===== src/rtl/rs485_de_pkg.sv =====
package rs485_de_pkg;

    localparam int DEF_FIELD_W = 5;
    localparam int DEF_PRE_W   = 4;

    typedef enum logic [1:0] {
        DE_IDLE = 2'd0,
        DE_LEAD = 2'd1,
        DE_ON   = 2'd2,
        DE_TAIL = 2'd3
    } de_state_e;

    // Counter width large enough for 1 + max_field * max_prescale
    function automatic int dly_cnt_w(input int field_w, input int pre_w);
        longint max_len;
        max_len = 64'd1 + ((64'd1 << field_w) - 1) * ((64'd1 << pre_w) - 1);
        return $clog2(max_len + 1);
    endfunction

endpackage


===== src/rtl/rs485_de_dly.sv =====
module rs485_de_dly #(
    parameter int FIELD_W = 5,
    parameter int PRE_W   = 4,
    parameter int CNT_W   = 9
) (
    input  logic [FIELD_W-1:0] field,
    input  logic [PRE_W-1:0]   presc,
    output logic [CNT_W-1:0]   len
);
    logic [CNT_W-1:0] prod;

    always_comb begin
        prod = CNT_W'(field) * CNT_W'(presc);
        if (presc == '0)
            len = CNT_W'(field) + CNT_W'(1);
        else
            len = prod + CNT_W'(1);
    end

endmodule


===== src/rtl/rs485_de_cnt.sv =====
module rs485_de_cnt #(
    parameter int CNT_W = 9
) (
    input  logic             clk,
    input  logic             rst,
    input  logic             load,
    input  logic [CNT_W-1:0] load_val,
    input  logic             dec,
    output logic             last
);
    logic [CNT_W-1:0] cnt;

    always_ff @(posedge clk) begin
        if (rst)
            cnt <= '0;
        else if (load)
            cnt <= load_val;
        else if (dec && cnt != '0)
            cnt <= cnt - CNT_W'(1);
    end

    assign last = (cnt == CNT_W'(1));

    // the FSM never asks for a decrement of an exhausted counter
    p_cnt_live_r3: assert property (@(posedge clk) disable iff (rst)
        dec |-> cnt != '0);

    // a loaded interval is never zero cycles long
    p_load_nonzero_r5: assert property (@(posedge clk) disable iff (rst)
        load |=> cnt != '0);

endmodule


===== src/rtl/rs485_de_fsm.sv =====
module rs485_de_fsm
    import rs485_de_pkg::*;
#(
    parameter int CNT_W = 9
) (
    input  logic             clk,
    input  logic             rst,
    input  logic             en,
    input  logic             tx_req,
    input  logic             stop_done,
    input  logic             cnt_last,
    input  logic [CNT_W-1:0] lead_cycles,
    input  logic [CNT_W-1:0] trail_cycles,
    output logic             load,
    output logic [CNT_W-1:0] load_val,
    output logic             dec,
    output logic             de_act,
    output logic             tx_go
);
    de_state_e state, state_n;
    logic      go_n;

    always_comb begin
        state_n  = state;
        load     = 1'b0;
        load_val = lead_cycles;
        dec      = 1'b0;
        go_n     = 1'b0;
        if (!en) begin
            state_n = DE_IDLE;
            go_n    = tx_req;
        end else begin
            unique case (state)
                DE_IDLE: begin
                    if (tx_req) begin
                        state_n = DE_LEAD;
                        load    = 1'b1;
                    end
                end
                DE_LEAD: begin
                    if (cnt_last) begin
                        state_n = DE_ON;
                        go_n    = 1'b1;
                    end else begin
                        dec = 1'b1;
                    end
                end
                DE_ON: begin
                    if (stop_done) begin
                        state_n  = DE_TAIL;
                        load     = 1'b1;
                        load_val = trail_cycles;
                    end
                end
                DE_TAIL: begin
                    if (tx_req) begin
                        state_n = DE_ON;
                        go_n    = 1'b1;
                    end else if (cnt_last) begin
                        state_n = DE_IDLE;
                    end else begin
                        dec = 1'b1;
                    end
                end
                default: state_n = DE_IDLE;
            endcase
        end
    end

    always_ff @(posedge clk) begin
        if (rst) begin
            state <= DE_IDLE;
            tx_go <= 1'b0;
        end else begin
            state <= state_n;
            tx_go <= go_n;
        end
    end

    assign de_act = (state != DE_IDLE);

    // mode off forces the driver off one cycle later
    p_off_idle_r1: assert property (@(posedge clk) disable iff (rst)
        !en |=> !de_act);

    // in enabled mode tx_go is never two cycles long
    p_go_single_r6: assert property (@(posedge clk) disable iff (rst)
        (en && tx_go) |=> !tx_go);

    // go-ahead while enabled comes only with the driver on
    p_go_with_de_r6: assert property (@(posedge clk) disable iff (rst)
        (en && $past(en) && tx_go) |-> de_act);

    // an expiring lead interval yields go-ahead next cycle
    p_lead_go_r3: assert property (@(posedge clk) disable iff (rst)
        (en && state == DE_LEAD && cnt_last) |=> tx_go);

    // request during the trail keeps the driver on
    p_retrig_r7: assert property (@(posedge clk) disable iff (rst)
        (en && state == DE_TAIL && tx_req) |=> (de_act && tx_go));

endmodule


===== src/rtl/rs485_de_seq.sv =====
module rs485_de_seq
    import rs485_de_pkg::*;
#(
    parameter int FIELD_W = DEF_FIELD_W,
    parameter int PRE_W   = DEF_PRE_W
) (
    input  logic               clk,
    input  logic               rst,
    input  logic               de_mode_en,
    input  logic               de_pol,
    input  logic [FIELD_W-1:0] lead_len,
    input  logic [FIELD_W-1:0] trail_len,
    input  logic [PRE_W-1:0]   presc,
    input  logic               tx_req,
    input  logic               stop_done,
    output logic               de_out,
    output logic               tx_go
);
    localparam int CNT_W  = dly_cnt_w(FIELD_W, PRE_W);
    localparam int N_DLY  = 2;

    logic [FIELD_W-1:0] fld [N_DLY];
    logic [CNT_W-1:0]   len [N_DLY];
    logic               load, dec, last, de_act;
    logic [CNT_W-1:0]   load_val;

    assign fld[0] = lead_len;
    assign fld[1] = trail_len;

    for (genvar i = 0; i < N_DLY; i++) begin : g_dly
        rs485_de_dly #(
            .FIELD_W(FIELD_W),
            .PRE_W  (PRE_W),
            .CNT_W  (CNT_W)
        ) u_dly (
            .field(fld[i]),
            .presc(presc),
            .len  (len[i])
        );
    end

    rs485_de_fsm #(.CNT_W(CNT_W)) u_fsm (
        .clk         (clk),
        .rst         (rst),
        .en          (de_mode_en),
        .tx_req      (tx_req),
        .stop_done   (stop_done),
        .cnt_last    (last),
        .lead_cycles (len[0]),
        .trail_cycles(len[1]),
        .load        (load),
        .load_val    (load_val),
        .dec         (dec),
        .de_act      (de_act),
        .tx_go       (tx_go)
    );

    rs485_de_cnt #(.CNT_W(CNT_W)) u_cnt (
        .clk     (clk),
        .rst     (rst),
        .load    (load),
        .load_val(load_val),
        .dec     (dec),
        .last    (last)
    );

    assign de_out = de_pol ? de_act : ~de_act;

    // with the mode off the pin rests at the inverse of polarity
    p_pol_rest_r2: assert property (@(posedge clk) disable iff (rst)
        !de_mode_en |=> (de_out == !de_pol));

endmodule


===== config.mk =====
export PLATFORM = sky130hd
export DESIGN_NAME = rs485_de_seq
export DESIGN_NICKNAME = d
export VERILOG_FILES = /design/src/rtl/rs485_de_pkg.sv /design/src/rtl/rs485_de_dly.sv /design/src/rtl/rs485_de_cnt.sv /design/src/rtl/rs485_de_fsm.sv /design/src/rtl/rs485_de_seq.sv
export SDC_FILE = /design/constraint.sdc
export NUM_CORES = 1
export LEC_CHECK = 0
export ABC_AREA = 1
export BUFFER_PORTS_ARGS = -buffer_cell sky130_fd_sc_hd__buf_2
export CAP_MARGIN = 20
export CORE_MARGIN = 1.5
export CORE_UTILIZATION = 67
export DETAILED_ROUTE_END_ITERATION = 7
export PLACE_DENSITY = 0.88
export SLEW_MARGIN = 30
export SYNTH_ARGS = -nofsm -noshare
export SYNTH_HDL_FRONTEND = slang
export SYNTH_HIERARCHICAL = 1
export SYNTH_SLANG_ARGS = --single-unit

===== constraint.sdc =====
create_clock -name clk -period 5.2 [get_ports clk]
set_input_delay 1.04 -clock clk [delete_from_list [all_inputs] [get_ports clk]]
set_output_delay 1.04 -clock clk [all_outputs]
set_load 0.02 [all_outputs]

# --- Yosys cells after proc, flatten, opt, wreduce, memory -nomap -nowiden ---
# Index checks and enable logic that the tools add are counted.
word_totals:
  wordCells: 53
  ramBits: 0
  inputBits: 20
  memories: 0
  rom_bits: 0
  output_inout_bits: 2
  latch_bits: 0
  register_bits: 12
op_classes:
  multipliers: 2
  div: 0
  reduce_logical: 8
  n_lt_le_gt_ge: 0
  bitwise: 2
  muxes: 25
  shifts: 0
  eq_ne: 8
  n_addsub: 5
op_table:
  columns: ["operator", "n"]
  rows:
  - ["$mux W9", 7]
  - ["$add A9 B1 Y9 const B", 2]
  - ["$mul A5 B4 Y9", 2]
  - ["$add A5 B1 Y6 const B", 2]
  - ["$mux W2", 5]
  - ["$eq A9 B1 Y1 const B", 1]
  - ["$mux W1", 9]
  - ["$reduce_bool A9 Y1", 1]
  - ["$sub A9 B1 Y9 const B", 1]
  - ["$pmux W2 S4", 1]
  - ["$ne A2 B2 Y1 const B", 3]
  - ["$pmux W1 S2", 3]
  - ["$eq A2 B2 Y1 const B", 2]
  - ["$logic_not A4 Y1", 1]
  - ["$reduce_and A4 Y1", 1]
  - ["$reduce_bool A2 Y1", 2]
  - ["$ne A3 B3 Y1 const B", 1]
  - ["$eq A2 B1 Y1 const B", 1]
  - ["$logic_not A2 Y1", 1]
  - ["$not A1 Y1", 2]
  - ["$reduce_or A2 Y1", 1]
  - ["$logic_and A1 B1 Y1", 1]

# --- Longest topological paths before layout ---
# Gate-level depths: netlist of run 1.
depth:
  depth_word: 8
  ltp_mapped: 20
  depth_no_buf: 19

# --- Cells and area by module ---
# Netlist of run 1, hierarchy kept.
modules_own_cells:
  columns: ["mod", "seq_area_each_um2", "instances", "area_per_inst_um2", "cells_per_inst"]
  rows:
  - ["rs485_de_dly at g_dly[1].u_dly", 0.0, 1, 818.3, 131]
  - ["rs485_de_dly at g_dly[0].u_dly", 0.0, 1, 809.5, 131]
  - ["rs485_de_cnt", 180.2, 1, 669.4, 104]
  - ["rs485_de_fsm", 60.1, 1, 371.6, 62]
  - ["rs485_de_seq", 0.0, 1, 18.8, 5]

# --- Worst setup path after synthesis of run 1 ---
# OpenSTA, ideal clock, no wires.
synth_path:
  path_kind: "input to register"
  startpoint: "in trail_len[2]"
  endpoint: "reg u_cnt.cnt[5]"
  setup_ns: 0.070
  arrival_ns: 3.577
  required_time_ns: 5.130
  path_slack_ns: 1.554
  stages: 19
  cell_sequence: "buf_4 > nand2_1 > inv_1 > fa_1 > inv_1 > fa_1 > inv_1 > ha_1 > a21oi_1 > nand2_1 > nand2_1 > nand3_1 > o21ai_2 > inv_1 > o21ai_2 > nand2_1 > nand2_1 > nand2_1 > a21oi_1"
synth_rtl:
  columns: ["element", "line_no", "source"]
  rows:
  - ["start: declaration", "rs485_de_seq.sv:12", "input logic [FIELD_W-1:0] trail_len,"]
  - ["end signal: assignment", "rs485_de_cnt.sv:17", "cnt <= load_val;"]
  - ["end signal: assignment", "rs485_de_cnt.sv:19", "cnt <= cnt - CNT_W'(1);"]
  - ["end: declaration", "rs485_de_cnt.sv:11", "logic [CNT_W-1:0] cnt;"]

==> key figures, run 1 <==
Outcome
  • Status: finished, final reports clean

CTS
  • Post-CTS setup buffer count: 0
  • Clock Path Buffers: 2
  • Root Buffer: clkbuf_8
  • Worst skew pair latency: 0.25 ns
  • Cts repair resizes: 0
  • CTS Buf Count: 3
  • Hold-fix buffers, CTS: 0
  • H-tree depth: 1
  • TritonCTS clock tree: done
  • TritonCTS Sinks: 12
  • CTS clk-pin slew, worst paths: roughly 0.060 ns

Yosys
  • Synth unique cells: 33
  • Syn Nets: approximately 500
  • Syn_area_per_cell: 6.21 um2
  • Yosys reg bits: 12
  • Sequential fraction of the synthesis area: 8.94%
  • Post-Synthesis Cells: ~430
  • Warnings, synthesis: 6
  • Syn Std Cell Area: ~2700 um2

STA
  • Post-route minimum period: 3.79 ns
  • TNS Setup: 0 ns
  • Fin crit share: between 70% and 80%
  • Final hold slack: 0.533 ns
  • Max-slew violations: 0
  • Clock Skew: 0.00129 ns
  • Endpoints failing hold: 0
  • Final setup viols: 0
  • Fmax achieved: ~260 MHz
  • Slew margin rel.: approximately 69%
  • Worst slew pin tran: between 0.4 and 0.5 ns
  • Worst Setup Slack, final: roughly 1.4 ns
  • RSZ-0062 raised after global routing: false

Hold path
  • Hold depth: 2
  • HP Class: flip-flop to flip-flop

Global route
  • Largest net degree at the start of global routing: 20
  • Vias in the first global route: approximately 2600
  • Overflow after GRT: 0
  • Initial antenna violation count: 0
  • Total track usage: ~29%
  • First-pass GRT wire length: 10300 um

Setup path
  • Crit-path most repeated cell: nand2_1
  • Worst reg2reg setup slack: roughly 3.1 ns
  • Critical Path, Cell by Cell: buf_2 > nand2_1 > inv_1 > fa_1 > inv_1 > fa_1 > inv_1 > ha_1 > a21oi_1 > nand2_1 > nand2_1 > nand3_1 > o21ai_2 > inv_1 > o21ai_2 > nand2_1 > nand2_1 > nand2_1 > a21oi_1
  • CP required: approximately 5.4 ns
  • Reg2reg start: u_fsm/state[1]$_SDFFE_PP0P_
  • Startpoint Class: input port
  • Worst Setup EP: u_cnt/cnt[5]$_SDFFE_PP0P_
  • RR Endpoint: u_cnt/cnt[3]$_SDFFE_PP0P_
  • Critical Path End Type: flip-flop
  • WS Path Type: input port to flip-flop
  • Slowest cell on crit path: fa_1
  • CP startpoint: presc[3]
  • CP peak stage delay: around 0.53 ns
  • Reg2Reg Depth: 6
  • Data arrival time at the worst-slack endpoint: between 3 and 4 ns
  • Max FO, Critical Path: 12

Routing
  • Detail Route Antenna Nets: 0
  • Via-to-Cell Ratio: 5.41
  • Routed length per placed instance: 11.8 um
  • Drt pass-1 iters: 5
  • DR vias: 2693
  • DR DRC count: 0
  • Final WL: just under 6000 um
  • Number of DRC markers in iteration 0: approximately 220

Layout
  • Layout cells sized above 1: a little over an eighth
  • Antenna cells: 0
  • Layout fillers: around 320
  • Final core occ: around 76%
  • Most common cell after layout, fill and taps aside: nand2_1
  • Final std cells w/o fill: about 500
  • Final Cell Area: ~2800 um2
  • Layout area overhead: 5.91%
  • Final #Nets: just over 500
  • Commonest cells after routing, fill and taps aside: 129 x nand2_1, 90 x inv_1, 33 x ha_1, 32 x nand3_1, 22 x nor2_1

Floorplanning
  • Core area: ~3700 um2
  • Die area: around 4400 um2
  • Rows: 22
  • Chip Height: around 66 um
  • Starting Density: a little under three quarters
  • Top Ports: 22
  • Die Wd: approximately 66 um

Pwr
  • Peak VDD IR: approximately 0.16 mV
  • PD cells: slightly above 200 nW/um2
  • P_leak: 1.76 nW
  • Power Total: ~580 uW

Run
  • Max Cap Violations: 0

Placed design
  • DP Wirelength: around 4800 um
  • Pre-CTS setup slack: 1.22 ns
  • GPL Wtd Cong: 0.898
  • Placed Cells: just under 500
  • Area after DPL: 2790 um2
  • I/O Buffers: 21
## routing by layer
metal / vias to the layer above / GRT usage (%) / wire length (um)
met2: 56 / 53.3 / 2970
met4: 0 / 5.61 / 14
met1: 1247 / 36.6 / 2660
met5: - / 0 / 0
li1: 1388 / - / -
met3: 2 / 4.77 / 243
## kinds of logic (layout without fill, tap and decap cells)
| group | Yosys count | after routing | synth area share (%) |
|---|---|---|---|
| compound gates | 54 | 54 | 12.4 |
| xor+xnor | 9 | 9 | 2.93 |
| fa+ha+maj | 45 | 45 | 24.3 |
| buf+inv | 99 | 116 | 15.0 |
| flops | 12 | 12 | 8.94 |
| simple gates | 214 | 214 | 36.4 |
## layout make-up
| cell class | instances | area [um2] | share of cell area (%) |
|---|---|---|---|
| Clock buffer | 4 | 55.1 | 1.93 |
| Sequential cell | 12 | 240 | 8.44 |
| Inverter | 91 | 342 | 12.0 |
| Timing Repair Buffer | 21 | 105 | 3.69 |
| Multi-Input combinational cell | 322 | 2040 | 71.8 |
| Tap cell | 48 | 60.1 | 2.11 |
## state kept, by name, indices dropped and copies added (netlist names)
register and flops:
u_cnt/cnt 9, u_fsm/state 2, u_fsm/tx_go 1
## synthesized netlist by cell type
cell type	n	area (um2)
buf_6	2	22.5
a21oi_1	21	105
nor2_2	4	25.0
nor2_1	22	82.6
nand2_1	129	484
nand3_1	32	160
clkbuf_1	1	3.75
fa_1	12	240
nand2_4	2	22.5
ha_1	33	413
inv_2	1	3.75
dfxtp_1	12	240
buf_2	1	5.00
buf_4	4	30.0
o21bai_1	2	15.0
o21ai_1	5	25.0
xnor2_1	5	43.8
xor2_1	4	35.0
a21oi_2	2	17.5
a31o_2	2	17.5
o21ai_2	11	96.3
o21a_1	1	7.51
nand2_2	6	37.5
o21ai_0	10	50.1
or2_0	2	12.5
nand4_2	1	12.5
nor4_1	1	6.26
nand4_4	1	21.3
nor2_4	1	11.3
nand3b_1	5	37.5
nand4_1	4	25.0
inv_1	90	338
nand3_2	4	40.0
## where the power goes
part | internal, mW | total [mW] | leakage, nW | switching, mW
clock network | 0.0671 | 0.106 | 0.0288 | 0.0386
logic | 0.139 | 0.358 | 1.63 | 0.218
registers | 0.101 | 0.114 | 0.0982 | 0.0126
## how the worst min path moves through the flow
stage	startpoint	slack [ns]	endpoint
final	u_cnt/cnt[4]$_SDFFE_PP0P_	0.53	u_cnt/cnt[4]$_SDFFE_PP0P_
after global routing	u_cnt/cnt[4]$_SDFFE_PP0P_	0.55	u_cnt/cnt[4]$_SDFFE_PP0P_
after CTS	u_cnt/cnt[4]$_SDFFE_PP0P_	0.53	u_cnt/cnt[4]$_SDFFE_PP0P_
after detailed placement	u_cnt/cnt[4]$_SDFFE_PP0P_	0.53	u_cnt/cnt[4]$_SDFFE_PP0P_
after global placement	u_cnt/cnt[4]$_SDFFE_PP0P_	0.52	u_cnt/cnt[4]$_SDFFE_PP0P_
after floorplan	u_cnt/cnt[4]$_SDFFE_PP0P_	0.50	u_cnt/cnt[4]$_SDFFE_PP0P_
## critical path, delay by kind of cell
kind,cells,cell delay [ns]
AO/OA/AOI/OAI,4,0.54
buffers and inverters,5,0.38
AND/OR/NAND/NOR,7,0.58
adder cells (fa/ha/maj),3,1.40
Note: power is estimated with default switching activity, not from simulation.
==> inputs of run 2 (changes only) <==
--- a/config.mk
+++ b/config.mk
@@ -9,9 +9,9 @@
 export BUFFER_PORTS_ARGS = -buffer_cell sky130_fd_sc_hd__buf_2
 export CAP_MARGIN = 20
 export CORE_MARGIN = 1.5
-export CORE_UTILIZATION = 67
+export CORE_UTILIZATION = 56
 export DETAILED_ROUTE_END_ITERATION = 7
-export PLACE_DENSITY = 0.88
+export PLACE_DENSITY = 0.78
 export SLEW_MARGIN = 30
 export SYNTH_ARGS = -nofsm -noshare
 export SYNTH_HDL_FRONTEND = slang
==> constraint.sdc (replaced) <==
create_clock -name clk -period 3.4 [get_ports clk]
set_input_delay 0.68 -clock clk [delete_from_list [all_inputs] [get_ports clk]]
set_output_delay 0.68 -clock clk [all_outputs]
set_load 0.02 [all_outputs]
==> run 2 against run 1 <==
Against the previous run: worst hold slack improved by 0.0059 ns; non-clock buffer count rose by 20; critical path depth down 1; die area up 19%; design area rose by 6.4%; sequential share of layout area is 0.51 points lower; clock skew about the same; total power rose by 56%; flip-flop and latch count stayed put; critical path type unchanged.
==> key figures, run 2 (same netlist as run 1, synthesis figures left out) <==
Placed design
  • Pre-CTS setup slack: -0.0905 ns
  • DP Wirelength: between 4000 and 5000 um
  • I/O Buffers: 21
  • GPL Wtd Cong: roughly 0.84

STA
  • Max-slew violations: 0
  • Worst slew pin tran: roughly 0.45 ns
  • Clock Skew: between 0.001 and 0.0015 ns
  • Slew margin rel.: 69.9%
  • Fin crit share: between 90 and 100%
  • Worst Setup Slack, final: about 0.23 ns
  • Final setup viols: 0
  • Post-route minimum period: between 3 and 4 ns
  • Endpoints failing hold: 0
  • Fmax achieved: between 300 and 400 MHz

Floorplanning
  • Chip Height: slightly above 70 um
  • Die area: roughly 5200 um2
  • Starting Density: about 58%
  • Rows: 25
  • Top Ports: 22
  • Die Wd: between 70 and 80 um
  • Core area: about 4700 um2

Pwr
  • Gate power share: between 60% and 70%
  • Sw frac: a little under half
  • PD cells: 297 nW/um2
  • Int Pwr: just under 500 uW
  • Clock power share: about 15%
  • P_leak: about 1.8 nW
  • Seq pwr share: around a fifth
  • Switch Pwr: roughly 410 uW
  • Peak VDD IR: 0.147 mV

Global route
  • Overflow after GRT: 0
  • Initial antenna violation count: 0
  • First-pass GRT wire length: just over 10000 um
  • Total track usage: 24.0%
  • Largest net degree at the start of global routing: 20
  • Vias in the first global route: ~2500

Layout
  • Antenna cells: 0
  • Final core occ: 65.0%
  • Layout cells sized above 1: a little under a fifth
  • Max FFs per register: 9
  • Top Registers: u_cnt/cnt: 9 flops, u_fsm/state: 2 flops, u_fsm/tx_go: 1 flops
  • Most common cell after layout, fill and taps aside: nand2_1
  • Top reg by flops: u_cnt/cnt
  • Final #Nets: around 540
  • Commonest cells after routing, fill and taps aside: 129 x nand2_1, 90 x inv_1, 32 x nand3_1, 30 x ha_1
  • Layout area overhead: 12.7%

Outcome
  • Status: finished, final reports clean

CTS
  • Root Buffer: clkbuf_8
  • H-tree depth: 1
  • Cts repair resizes: 0
  • TritonCTS Sinks: 12
  • Worst skew pair latency: roughly 0.25 ns
  • CTS Buf Count: 3
  • Clock Path Buffers: 2
  • CTS clk-pin slew, worst paths: about 0.05 ns
  • TritonCTS clock tree: done
  • Post-CTS setup buffer count: 0
  • Hold-fix buffers, CTS: 0

Routing
  • Routed length per placed instance: roughly 11 um
  • Drt pass-1 iters: 4
  • Number of DRC markers in iteration 0: roughly 160
  • Detail Route Antenna Nets: 0
  • Via-to-Cell Ratio: ~5.1
  • Final WL: just under 6000 um
  • DR DRC count: 0
  • DR vias: 2666

Setup path
  • Critical Path End Type: flip-flop
  • Startpoint Class: input port
  • CP required: between 3 and 4 ns
  • WS Path Type: input port to flip-flop
  • Max FO, Critical Path: 7
  • Data arrival time at the worst-slack endpoint: 3.31 ns

Run
  • Max Cap Violations: 0

Hold path
  • HP Class: flip-flop to flip-flop
run 2: cell count changes in the layout (fill, tap and decap cells not counted), sizes merged:
cell    delta
clkbuf     -1
buf       +20
run 2: cell type report:
| type | instances | area (um2) |
|---|---|---|
| sequential | 12 | 240 |
| timing repair buffer | 41 | 255 |
| fill | 434 | 1630 |
| clock buffer | 3 | 41.3 |
| inverter | 91 | 342 |
| tap | 54 | 67.6 |
| multi-input combinational | 322 | 2080 |
run 2: path summary, 6_finish.rpt:
path	startpoint	to	slack, ns	cells after the start
worst max-delay path	presc[3]	u_cnt/cnt[4]$_SDFFE_PP0P_	0.23	18
worst min-delay path	u_cnt/cnt[1]$_SDFFE_PP0P_	u_cnt/cnt[1]$_SDFFE_PP0P_	0.54	2
worst max register to register	u_fsm/state[1]$_SDFFE_PP0P_	u_cnt/cnt[3]$_SDFFE_PP0P_	1.43	7
worst min register to register	u_cnt/cnt[1]$_SDFFE_PP0P_	u_cnt/cnt[1]$_SDFFE_PP0P_	0.54	2
run 2: power by group through the flow:
stage | clock [mW] | combinational (mW) | sequential [mW]
floorplan | 0 | 0.431 | 0.172
global placement | 0 | 0.558 | 0.176
detailed placement | 0 | 0.569 | 0.176
CTS | 0.140 | 0.572 | 0.173
global route | 0.143 | 0.678 | 0.176
finish | 0.135 | 0.591 | 0.173
run 2: stage by stage:
stage	cells	setup TNS, ns	hold slack, ns	instance area [um2]	total power, mW
floorplan	433	0	0.502	2690	0.602
global placement	520	-0.0770	0.527	2950	0.734
detailed placement	520	-0.252	0.525	2950	0.745
CTS	523	0	0.536	2990	0.885
global route	523	-0.00283	0.571	3030	0.998
finish	523	0	0.539	3030	0.900
run 2: per-layer routing:
metal / track usage (%) / vias up / wire length (um)
met5: 0 / - / 0
met4: 5.66 / 0 / 55
li1: - / 1428 / -
met2: 45.0 / 36 / 2920
met1: 29.1 / 1197 / 2660
met3: 2.78 / 5 / 137
run 2: worst max-delay path, cell delays in order:
cell and delay [ns]:
buf_2 0.14, nand2_1 0.06, inv_1 0.05, fa_1 0.53
inv_1 0.05, fa_1 0.53, inv_1 0.04, ha_1 0.34
buf_4 0.16, nand3b_1 0.14, nand3_1 0.09, o21ai_1 0.07
nand2_1 0.12, o21ai_2 0.07, nand2_1 0.08, nand2_1 0.05
nand2_1 0.05, a21oi_1 0.05
